--- src/rtl/lane_bist_pkg.sv ---
package lane_bist_pkg;
  // Strobes from the sequencing control to the word datapath
  typedef struct packed {
    logic start;  // reseed PRBS, point at marker slot
    logic step;   // advance one word
  } genStrobe_t;
endpackage

--- src/rtl/lane_bist_path.sv ---
module lane_bist_path
  import lane_bist_pkg::*;
#(
  parameter int DATA_W        = 8,
  parameter int PAYLOAD_WORDS = 16,
  parameter logic [DATA_W-1:0] MARKER = 8'hBC,
  parameter logic [6:0] SEED  = 7'h7F
) (
  input  logic              clk,
  input  logic              rstN,
  input  genStrobe_t        strb,
  output logic [DATA_W-1:0] dataOut,
  output logic              pktEnd
);
  localparam int IDX_W = $clog2(PAYLOAD_WORDS + 1);
  localparam logic [IDX_W-1:0] LAST_IDX = IDX_W'(PAYLOAD_WORDS);

  logic [IDX_W-1:0] wordIdx;
  logic [6:0]       prbs;
  logic [6:0]       prbsNext;

  assign prbsNext = {prbs[5:0], prbs[6] ^ prbs[5]};

  always_ff @(posedge clk or negedge rstN) begin
    if (!rstN) begin
      wordIdx <= '0;
      prbs    <= SEED;
    end else if (strb.start) begin
      wordIdx <= '0;
      prbs    <= SEED;
    end else if (strb.step) begin
      wordIdx <= (wordIdx == LAST_IDX) ? '0 : wordIdx + 1'b1;
      if (wordIdx != '0) prbs <= prbsNext;
    end
  end

  assign pktEnd  = (wordIdx == LAST_IDX);
  assign dataOut = (wordIdx == '0) ? MARKER : DATA_W'(prbs);
endmodule

--- src/rtl/lane_bist_ctrl.sv ---
module lane_bist_ctrl
  import lane_bist_pkg::*;
#(
  parameter int CNT_W = 16
) (
  input  logic             clk,
  input  logic             rstN,
  input  logic             enable,
  input  logic             infMode,
  input  logic             clearReq,
  input  logic [CNT_W-1:0] pktCount,
  input  logic             pktEnd,
  output genStrobe_t       strb,
  output logic             running,
  output logic             finished
);
  typedef enum logic [1:0] {IDLE, RUN, FIN} genState_t;

  genState_t        state;
  logic [CNT_W-1:0] pktSent;
  logic [CNT_W-1:0] target;
  logic             infSeen;
  logic             lastPkt;

  assign lastPkt = infSeen ? 1'b1 : ({1'b0, pktSent} + 1'b1 >= {1'b0, target});

  always_comb begin
    strb.start = (state == IDLE) && enable && !clearReq;
    strb.step  = (state == RUN) && enable && !clearReq;
  end

  always_ff @(posedge clk or negedge rstN) begin
    if (!rstN) begin
      state   <= IDLE;
      pktSent <= '0;
      target  <= '0;
      infSeen <= 1'b0;
    end else if (clearReq) begin
      state   <= IDLE;
      pktSent <= '0;
      infSeen <= 1'b0;
    end else begin
      unique case (state)
        IDLE: if (enable) begin
          state   <= RUN;
          pktSent <= '0;
          target  <= (pktCount == '0) ? CNT_W'(1) : pktCount;
          infSeen <= infMode;
        end
        RUN: begin
          if (!enable) begin
            state <= IDLE;
          end else begin
            if (infMode) infSeen <= 1'b1;
            if (pktEnd && !infMode) begin
              if (lastPkt) state <= FIN;
              else pktSent <= pktSent + 1'b1;
            end
          end
        end
        default: state <= FIN;
      endcase
    end
  end

  assign running  = (state == RUN);
  assign finished = (state == FIN);
endmodule

--- src/rtl/lane_bist_gen.sv ---
module lane_bist_gen
  import lane_bist_pkg::*;
#(
  parameter int DATA_W        = 8,
  parameter int CNT_W         = 16,
  parameter int PAYLOAD_WORDS = 16,
  parameter logic [DATA_W-1:0] MARKER = 8'hBC
) (
  input  logic              clk,
  input  logic              rstN,
  input  logic              enable,
  input  logic              infMode,
  input  logic              clearReq,
  input  logic [CNT_W-1:0]  pktCount,
  output logic [DATA_W-1:0] dataOut,
  output logic              dataValid,
  output logic              done
);
  genStrobe_t strb;
  logic       pktEnd;

  lane_bist_ctrl #(.CNT_W(CNT_W)) uCtrl (
    .clk(clk), .rstN(rstN), .enable(enable), .infMode(infMode),
    .clearReq(clearReq), .pktCount(pktCount), .pktEnd(pktEnd),
    .strb(strb), .running(dataValid), .finished(done)
  );

  lane_bist_path #(
    .DATA_W(DATA_W), .PAYLOAD_WORDS(PAYLOAD_WORDS), .MARKER(MARKER)
  ) uPath (
    .clk(clk), .rstN(rstN), .strb(strb), .dataOut(dataOut), .pktEnd(pktEnd)
  );
endmodule

--- config.mk ---
export PLATFORM = sky130hd
export DESIGN_NAME = lane_bist_gen
export DESIGN_NICKNAME = d
export VERILOG_FILES = /design/src/rtl/lane_bist_pkg.sv /design/src/rtl/lane_bist_path.sv /design/src/rtl/lane_bist_ctrl.sv /design/src/rtl/lane_bist_gen.sv
export SDC_FILE = /design/constraint.sdc
export NUM_CORES = 1
export LEC_CHECK = 0
export ABC_AREA = 0
export BUFFER_PORTS_ARGS = -buffer_cell sky130_fd_sc_hd__buf_2
export CORE_ASPECT_RATIO = 1.2
export CORE_UTILIZATION = 59
export DETAILED_ROUTE_END_ITERATION = 8
export MAX_ROUTING_LAYER = met4
export PLACE_DENSITY = 0.8
export SLEW_MARGIN = 20
export SYNTH_ARGS = -nofsm -noshare
export SYNTH_HDL_FRONTEND = slang
export SYNTH_HIERARCHICAL = 1
export SYNTH_SLANG_ARGS = --single-unit
--- constraint.sdc ---
create_clock -name clk -period 3.8 [get_ports clk]
set_input_delay 0.38 -clock clk [delete_from_list [all_inputs] [get_ports clk]]
set_output_delay 0.38 -clock clk [all_outputs]
set_load 0.03 [all_outputs]
==> impl_metrics.tcl, run 1 <==
set metrics [dict create \
    yosysSeqAreaShare 0.4148 \
    grt_max_degree 50 \
    syn_area_um2 2856 \
    preCtsSetupSlack_ns 0.3395 \
    crit_path_start_kind "flop" \
    setup_tns_ns 0 \
    synth-seq-cells 47 \
    setup_viol 0 \
    slowest_stage "dfrtp_1" \
    diodes 0 \
    antenna_found_initial 0 \
    setup.worst_path.class "reg -> reg" \
    grt_pass1_wl_um 10110 \
    grtUsageTotal 0.2659 \
    max_freq_ghz 0.2906 \
    cts_tree "built" \
    cts_buffers 5 \
    cts_resized 0 \
    drt-total-wl_um 5951 \
    dieArea_um2 5125 \
    ys_warn_count 6 \
    drv_slew 0 \
    layout_commonest_cell "dfrtp_1" \
    worstPathMaxFanout 9 \
    die_x_um 65.52 \
    core_um2 4628 \
    ios 31 \
    rows 27 \
    synthFlopType "dfrtp_1" \
    crit_chain "ha_1 > nand3_1 > nor3_2 > nand4_1 > xnor2_1 > ha_1 > and4_1 > nand4_1 > o211a_1 > o2111ai_2 > o21ai_1 > buf_4 > o2bb2ai_1" \
    drc 0 \
    post-cts-setup-buffers 0 \
    dpl_cell_area_um2 3074 \
    vias 2260 \
    vdd_drop_max_v 0.0002807 \
    grt_overflow 0 \
    min_period_over_period 0.9056 \
    place_hpwl_um 4516 \
    max_slew.worst_pin.slew_ns 0.5799 \
    synth_edf_count 0 \
    yosys-top-cells-area "dfrtp_1 (35%), ha_1 (8.3%), dfstp_2 (6.4%), inv_1 (4.5%), nand2_1 (3.5%)" \
    rsz0062_at_grt "no" \
    fillers 368 \
    viasPerCell 5.780 \
    dr.pass1.iters 4 \
    synthArstFlopShare 1.000 \
    finalHoldViolCount 0 \
    hold_buffers 0 \
    post-route-cell-area_um2 3194 \
    h-tree-depth 2 \
    hp-class "in -> async" \
    power.density_nw_per_um2 348.9 \
    r2r_slack_ns 0.36 \
    cts_sinks 47 \
    cts.path.max_buffers 2 \
    crit_buf_inv 1 \
    avgSynthCellArea_um2 9.553 \
    grt_pass1_vias 2200 \
    ant_nets 0 \
    yosys.area.top_type_share 0.3504 \
    clkTransAtPathRegs_ns 0.09 \
    r2r_cells 13 \
    r2r-start "uCtrl/pktSent[0]$_DFFE_PN0P_" \
    worstSkewPairLatency_ns 0.30 \
    hold_slack_ns 0.07464 \
    min_period_ns 3.441 \
    slew_headroom 0.6134 \
    numPortBuffers 30 \
    critPathArrivalTime_ns 3.63 \
    initial_core_util 0.6172 \
    nets 372 \
    drtIter0Drc 110 \
    cts-root-buf "clkbuf_8" \
    fin_util 0.6902 \
    p_leak_nw 1.449 \
    syn_to_final_growth_pct 11.83 \
    globalplace.congestion 0.9809 \
    synth.net_count 339 \
    required_ns 3.99 \
    cpLargestDelayFamily "simple AND/OR/NAND/NOR gates" \
    synth_cell_types 53 \
    mostFrequentLayoutCells "dfrtp_1 (40), inv_1 (34), buf_2 (29)" \
    clock_skew_ns 0.002900 \
    max-cap-violations 0 \
    final.setup.worst_slack_ns 0.3586 \
    drive_above_1_share 0.2072 \
    endpoint_kind "flop" \
    die_h_um 78.22 \
    syn_inst 299 \
    status "complete, no violations" \
    r2r_end "uCtrl/pktSent[3]$_DFFE_PN0P_" \
    wl_per_cell_um 15.22 \
    cpPeakStageDelay_ns 0.46 \
    synth_area_leader_cell "dfrtp_1" \
]
==> cell type report <==
class	count	area, µm²	share of cell area
Clock inverter	3	43.79	0.01371
Tap cell	58	72.57	0.02272
Inverter	35	131.4	0.04113
Clock buffer	5	68.82	0.02154
Multi-Input combinational cell	209	1510	0.4728
Sequential cell	47	1185	0.3709
Timing Repair Buffer	34	182.7	0.05719
==> per-layer routing <==
layer | GRT usage | share of wire
met5 | - | 0
met3 | 0.04942 | 0.032
met4 | 0.08043 | 0.014
met1 | 0.3337 | 0.45
met2 | 0.4340 | 0.51
==> metrics by stage <==
step | power [W] | cells
CTS | 0.001120 | 391
global placement | 0.0007423 | 383
global route | 0.001165 | 391
floorplan | 0.0006878 | 299
detailed placement | 0.0007502 | 383
finish | 0.001114 | 391
==> registers in the layout, summed over array words and instances, names as in the netlist <==
name           count
uCtrl/target      16
uPath/prbs         7
uPath/wordIdx      5
uCtrl/pktSent     16
uCtrl/state        2
uCtrl/infSeen      1
==> power breakdown <==
| group | switching [W] | internal [W] |
|---|---|---|
| clock network | 0.000174 | 0.000196 |
| registers | 0.0000166 | 0.000540 |
| logic | 0.000120 | 0.0000680 |
| total | 0.000311 | 0.000804 |
==> how the worst max path moves through the flow <==
stage	startpoint	endpoint	slack [ns]	cells past startpoint
2_1_floorplan	uCtrl/pktSent[0]$_DFFE_PN0P_	uCtrl/pktSent[1]$_DFFE_PN0P_	0.82	13
3_3_place_gp	uCtrl/pktSent[0]$_DFFE_PN0P_	uCtrl/pktSent[1]$_DFFE_PN0P_	0.50	12
3_5_place_dp	uCtrl/pktSent[0]$_DFFE_PN0P_	uCtrl/pktSent[1]$_DFFE_PN0P_	0.34	12
4_1_cts	uCtrl/pktSent[0]$_DFFE_PN0P_	uCtrl/pktSent[1]$_DFFE_PN0P_	0.29	12
5_1_grt	uCtrl/pktSent[0]$_DFFE_PN0P_	uCtrl/pktSent[6]$_DFFE_PN0P_	0.09	13
6_report	uCtrl/pktSent[0]$_DFFE_PN0P_	uCtrl/pktSent[3]$_DFFE_PN0P_	0.36	13
==> cell usage after synthesis, drive strengths merged, types with 4 or more instances <==
| cell type | number |
|---|---|
| dfrtp | 40 |
| inv | 35 |
| nand2 | 27 |
| nor2 | 23 |
| o21ai | 23 |
| ha | 19 |
| xnor2 | 11 |
| mux2i | 9 |
| nand4 | 8 |
| o2bb2ai | 8 |
| dfstp | 7 |
| nor3 | 7 |
| a21oi | 6 |
| nand3 | 6 |
| nor2b | 6 |
| clkbuf | 5 |
| or2 | 5 |
| and4 | 4 |
| o311ai | 4 |
| o31ai | 4 |
==> logic make-up after synthesis <==
| family | after synthesis | synth area share |
|---|---|---|
| AOI/OAI and AO/OA | 63 | 0.1704 |
| DFF | 47 | 0.4148 |
| muxes | 10 | 0.03548 |
| xor gates and xnor gates | 14 | 0.04293 |
| buffers and inverters | 43 | 0.06001 |
| and+or+nand+nor | 103 | 0.1932 |
| adders and majority gates | 19 | 0.08322 |
(Power assumes the default switching activity.)
==> run 2, diff against run 1 <==
Settings changed: CORE_UTILIZATION 59 to 55, PLACE_DENSITY 0.8 to 0.75.
Clock period 3.8 ns to 4.1 ns, I/O delays scaled along.
==> impl_metrics.tcl, run 2 (synthesis results as in run 1) <==
set metrics [dict create \
    status "complete, no violations" \
    preCtsSetupSlack_ns 0.5771 \
    min_period_ns 3.607 \
    dp.cells 383 \
    antenna_found_initial 0 \
    vdd_drop_max_v 0.0002142 \
    drive_above_1_share 0.1934 \
    grtUsageTotal 0.2437 \
    worstPathMaxFanout 7 \
    max-cap-violations 0 \
    final.setup.worst_slack_ns 0.4927 \
    diodes 0 \
    rsz0062_at_grt "no" \
    cpLargestDelayFamily "simple AND/OR/NAND/NOR gates" \
    clock_skew_ns 0.007209 \
    ios 31 \
    largestRegisters "uCtrl/pktSent x16, uCtrl/target x16, uPath/prbs x7" \
    r2r_cells 13 \
    viasPerCell 5.719 \
    mostFrequentLayoutCells "dfrtp_1 (40), inv_1 (34), buf_2 (29)" \
    fillers 429 \
    post-cts-setup-buffers 0 \
    max_freq_ghz 0.2772 \
    endpoint_kind "flop" \
    clkTransAtPathRegs_ns 0.09 \
    slowest_stage "o21ai_1" \
    layout_commonest_cell "dfrtp_1" \
    dr.pass1.iters 4 \
    hold_slack_ns 0.1014 \
    drc 0 \
    place_hpwl_um 4398 \
    grt_pass1_vias 2157 \
    r2r-start "uCtrl/pktSent[0]$_DFFE_PN0P_" \
    h-tree-depth 2 \
    grt_overflow 0 \
    grt_max_degree 50 \
    ant_nets 0 \
    min_period_over_period 0.8798 \
    r2r_end "uCtrl/pktSent[5]$_DFFE_PN0P_" \
    required_ns 4.29 \
    drtIter0Drc 115 \
    max_slew.worst_pin.slew_ns 0.6379 \
    rows 28 \
    drv_slew 0 \
    worstSkewPairLatency_ns 0.30 \
    initial_core_util 0.5742 \
    vias 2236 \
    fin_cells 391 \
    cts_sinks 47 \
    cpPeakStageDelay_ns 0.46 \
    drt-total-wl_um 5821 \
    finalHoldViolCount 0 \
    dieArea_um2 5487 \
    p_leak_nw 1.432 \
    r2r_slack_ns 0.49 \
    hold_buffers 0 \
    cts-root-buf "clkbuf_8" \
    core_um2 4975 \
    globalplace.congestion 0.9933 \
    setup.worst_path.class "reg -> reg" \
    fin_util 0.6373 \
    crit_chain "ha_1 > nand3_1 > nor3_1 > nand3_1 > xnor2_1 > ha_1 > and4_1 > nand4_1 > o211a_1 > o2111ai_2 > o21ai_1 > buf_4 > o2bb2ai_1" \
    crit_buf_inv 1 \
    cts_buffers 5 \
    setup_viol 0 \
    die_h_um 80.95 \
    cts_resized 0 \
    slew_headroom 0.5731 \
    hp-class "in -> async" \
    die_x_um 67.79 \
    wl_per_cell_um 14.89 \
    cts_tree "built" \
    crit_path_start_kind "flop" \
    numPortBuffers 30 \
    critPathArrivalTime_ns 3.80 \
    cp.depth 13 \
    power.density_nw_per_um2 322.6 \
    syn_to_final_growth_pct 10.99 \
    grt_pass1_wl_um 9715 \
    setup_tns_ns 0 \
    cts.path.max_buffers 2 \
    nets 370 \
]
-- run 2: cell count changes in the layout (fill, tap and decap cells not counted), sizes merged --
cell | previous run | this run
clkbuf | 5 | 7
buf | 34 | 32
clkinv | 2 | 0
-- run 2: metal layers --
metal | vias to the layer above | part of all wire | global-route usage
met2 | 48 | 0.49 | 0.4030
li1 | 1111 | - | -
met3 | 9 | 0.035 | 0.03371
met4 | 0 | 0.013 | 0.06667
met1 | 1068 | 0.47 | 0.3095
met5 | - | 0 | -
-- run 2: worst register-to-register path: stages, from the launching register on --
cell and delay (ns):
dfrtp_1 0.43, ha_1 0.24, nand3_1 0.16, nor3_1 0.35, nand3_1 0.14, xnor2_1 0.27, ha_1 0.31, and4_1 0.20
nand4_1 0.15, o211a_1 0.23, o2111ai_2 0.22, o21ai_1 0.46, buf_4 0.24, o2bb2ai_1 0.08
-- run 2: cell type report --
cell class              count  area [µm²]  area share
inverters                  35       131.4     0.04144
repair buffers             32       167.7     0.05288
well taps                  60       75.07     0.02368
clock buffers               7       76.32     0.02407
flip-flops and latches     47        1185      0.3737
multi-input cells         209        1505      0.4747
clock inverters             1       30.03    0.009471
-- run 2: worst max path at each step --
stage	to	from	slack [ns]
3_3_place_gp	uCtrl/pktSent[15]$_DFFE_PN0P_	uCtrl/pktSent[0]$_DFFE_PN0P_	0.71
5_1_grt	uCtrl/pktSent[5]$_DFFE_PN0P_	uCtrl/pktSent[0]$_DFFE_PN0P_	0.13
4_1_cts	uCtrl/pktSent[15]$_DFFE_PN0P_	uCtrl/pktSent[0]$_DFFE_PN0P_	0.51
6_report	uCtrl/pktSent[5]$_DFFE_PN0P_	uCtrl/pktSent[0]$_DFFE_PN0P_	0.49
3_5_place_dp	uCtrl/pktSent[5]$_DFFE_PN0P_	uCtrl/pktSent[0]$_DFFE_PN0P_	0.58
2_1_floorplan	uCtrl/pktSent[1]$_DFFE_PN0P_	uCtrl/pktSent[0]$_DFFE_PN0P_	1.12
-- run 2: through the flow --
stage               total power (W)  area, µm²
floorplan                 0.0006375       2856
global placement          0.0006863       3062
detailed placement        0.0006932       3062
CTS                        0.001025       3168
global route               0.001070       3171
finish                     0.001023       3171
-- run 2: where the power goes --
part,leakage [nW],switching (W),internal [W]
Combinational,0.782,0.000106,0.0000628
Clock,0.0524,0.000156,0.000183
Sequential,0.598,0.0000152,0.000500
Total,1.43,0.000277,0.000746
==> run 3, diff against run 2 <==
Settings changed: ABC_AREA 0 to 1, CORE_UTILIZATION 55 to 60, PLACE_DENSITY 0.75 to 0.81, SLEW_MARGIN 20 to 30.
==> impl_metrics.tcl, run 3 <==
set metrics [dict create \
    status "complete, no violations" \
    cp.depth 18 \
    initial_core_util 0.6240 \
    hold_slack_ns 0.09043 \
    cts.path.max_buffers 2 \
    max-cap-violations 0 \
    min_period_over_period 0.7602 \
    setup_viol 0 \
    place_hpwl_um 4978 \
    grt_pass1_vias 2558 \
    power.density_nw_per_um2 376.4 \
    dpl_cell_area_um2 3241 \
    cts_sinks 47 \
    hp-class "in -> async" \
    worstSkewPairLatency_ns 0.30 \
    synthArstFlopShare 1.000 \
    cpPeakStageDelay_ns 0.42 \
    antenna_found_initial 0 \
    ios 31 \
    globalplace.congestion 0.9399 \
    yosys.area.top_type_share 0.3271 \
    syn_inst 423 \
    vias 2731 \
    synth_edf_count 0 \
    core_um2 4905 \
    cts_resized 0 \
    dr.pass1.iters 4 \
    r2r_cells 18 \
    die_x_um 67.20 \
    crit_chain "ha_1 > nand3_1 > nor2_2 > nand2_2 > nor3_1 > xor2_1 > inv_1 > ha_1 > nand2_1 > inv_1 > nand4_1 > o21ai_0 > nor2_1 > nand3_2 > nand2_4 > nand2_4 > nand2_1 > nand2_1" \
    dieArea_um2 5391 \
    rsz0062_at_grt "no" \
    ys_warn_count 6 \
    synth_common_cells "nand2_1 (119), inv_1 (67), nor2_1 (42)" \
    grtUsageTotal 0.2762 \
    synth_most_common_cell "nand2_1" \
    syn_to_final_growth_pct 10.22 \
    fillers 420 \
    grt_max_degree 48 \
    cpLargestDelayFamily "simple AND/OR/NAND/NOR gates" \
    slew_headroom 0.4382 \
    ant_nets 0 \
    crit_buf_inv 2 \
    max_freq_ghz 0.3208 \
    cts-root-buf "clkbuf_8" \
    wl_per_cell_um 12.73 \
    largestRegisters "uCtrl/pktSent x16, uCtrl/target x16, uPath/prbs x7" \
    fin_util 0.6878 \
    p_leak_nw 1.796 \
    syn_area_um2 3060 \
    setup_tns_ns 0 \
    min_period_ns 3.117 \
    diodes 0 \
    avgSynthCellArea_um2 7.235 \
    drv_slew 0 \
    clock_skew_ns 0.01189 \
    synthFlopType "dfrtp_1" \
    drt-total-wl_um 6519 \
    setup.worst_path.class "reg -> reg" \
    slowest_stage "dfrtp_1" \
    clkTransAtPathRegs_ns 0.09 \
    synth_cell_types 31 \
    rows 28 \
    yosysSeqAreaShare 0.3872 \
    grt_pass1_wl_um 10870 \
    viasPerCell 5.334 \
    synth-seq-cells 47 \
    hold_buffers 0 \
    grt_overflow 0 \
    synth_area_leader_cell "dfrtp_1" \
    nets 491 \
    critPathArrivalTime_ns 3.30 \
    finalHoldViolCount 0 \
    worstPathMaxFanout 17 \
    drtIter0Drc 181 \
    required_ns 4.28 \
    post-route-cell-area_um2 3373 \
    die_h_um 80.24 \
    h-tree-depth 2 \
    endpoint_kind "flop" \
    yosys-top-cells-area "dfrtp_1 (33%), nand2_1 (15%), inv_1 (8.2%), ha_1 (7.8%), nand3_1 (6.4%)" \
    vdd_drop_max_v 0.0002774 \
    post-cts-setup-buffers 0 \
    crit_path_start_kind "flop" \
    synth.net_count 463 \
    cts_tree "built" \
    drive_above_1_share 0.1504 \
    cp_common_cell "nand2_1" \
    mostFrequentLayoutCells "nand2_1 (119), inv_1 (67), nor2_1 (41)" \
    layout_commonest_cell "nand2_1" \
    max_slew.worst_pin.slew_ns 0.8426 \
    drc 0 \
    numPortBuffers 30 \
    cts_buffers 5 \
]
run 3: cell count changes after synthesis, moves of 5 or more:
cell | previous run | this run
inv_1 | 34 | 67
mux2i_1 | 9 | 0
nand2_1 | 27 | 119
nand3_1 | 6 | 39
nor2_1 | 23 | 42
nor2_2 | 0 | 5
nor2b_1 | 6 | 0
o21ai_0 | 10 | 24
o21ai_1 | 12 | 0
o2bb2ai_1 | 8 | 0
xnor2_1 | 11 | 1
xor2_1 | 3 | 8
run 3: worst reg2reg max path, cell delays in order (launching register included):
cell     delay (ns)
dfrtp_1        0.42
ha_1           0.20
nand3_1        0.15
nor2_2         0.18
nand2_2        0.09
nor3_1         0.18
xor2_1         0.29
inv_1          0.08
ha_1           0.30
nand2_1        0.07
inv_1          0.05
nand4_1        0.07
o21ai_0        0.08
nor2_1         0.18
nand3_2        0.11
nand2_4        0.19
nand2_4        0.16
nand2_1        0.11
nand2_1        0.07
run 3: power breakdown:
| part | total, W | leakage, nW | internal (W) | switching (W) |
|---|---|---|---|---|
| Sequential | 0.000566 | 0.601 | 0.000536 | 0.0000303 |
| Clock | 0.000396 | 0.0654 | 0.000244 | 0.000152 |
| Combinational | 0.000307 | 1.13 | 0.0000965 | 0.000211 |
run 3: logic make-up after synthesis:
| logic type | after synthesis | share of synthesized area |
|---|---|---|
| compound gates | 33 | 0.05683 |
| xor+xnor | 10 | 0.03107 |
| fa+ha+maj | 19 | 0.07768 |
| buf+inv | 82 | 0.1071 |
| flops | 47 | 0.3872 |
| simple gates | 232 | 0.3402 |
run 3: layout make-up:
type                       count  area, µm²  area share
multi-input combinational    294       1550      0.4596
inverter                      72      270.3     0.08012
clock inverter                 2      60.06     0.01780
sequential                    47       1185      0.3513
timing repair buffer          31      160.2     0.04748
tap                           60      75.07     0.02226
clock buffer                   6      72.57     0.02151
run 3: worst paths after layout:
path                                                from  slack, ns                             to
max in group asynchronous                           rstN       3.59   uCtrl/target[10]$_DFFE_PN0P_
max                         uCtrl/pktSent[0]$_DFFE_PN0P_       0.98   uCtrl/pktSent[9]$_DFFE_PN0P_
min in group clk                             pktCount[7]       0.33    uCtrl/target[7]$_DFFE_PN0P_
min reg2reg                uCtrl/pktSent[15]$_DFFE_PN0P_       0.49  uCtrl/pktSent[15]$_DFFE_PN0P_
max reg2reg                 uCtrl/pktSent[0]$_DFFE_PN0P_       0.98   uCtrl/pktSent[9]$_DFFE_PN0P_
min                                                 rstN       0.09    uCtrl/target[4]$_DFFE_PN0P_
run 3: routing by layer:
layer,up-vias,part of all wire,wire (µm),global-route usage
met5,-,0,0,-
met4,0,0.022,146,0.1043
met3,11,0.048,311,0.04261
met2,81,0.51,3344,0.4780
met1,1263,0.42,2717,0.3160
li1,1376,-,-,-
run 3: metrics by stage:
step | setup WS, ns | total power (W) | instances
5_1_grt | 0.6457 | 0.001352 | 512
4_1_cts | 0.9926 | 0.001278 | 512
3_5_place_dp | 1.068 | 0.0008820 | 504
3_3_place_gp | 1.115 | 0.0008714 | 504
6_report | 0.9831 | 0.001270 | 512
2_1_floorplan | 1.471 | 0.0007980 | 423
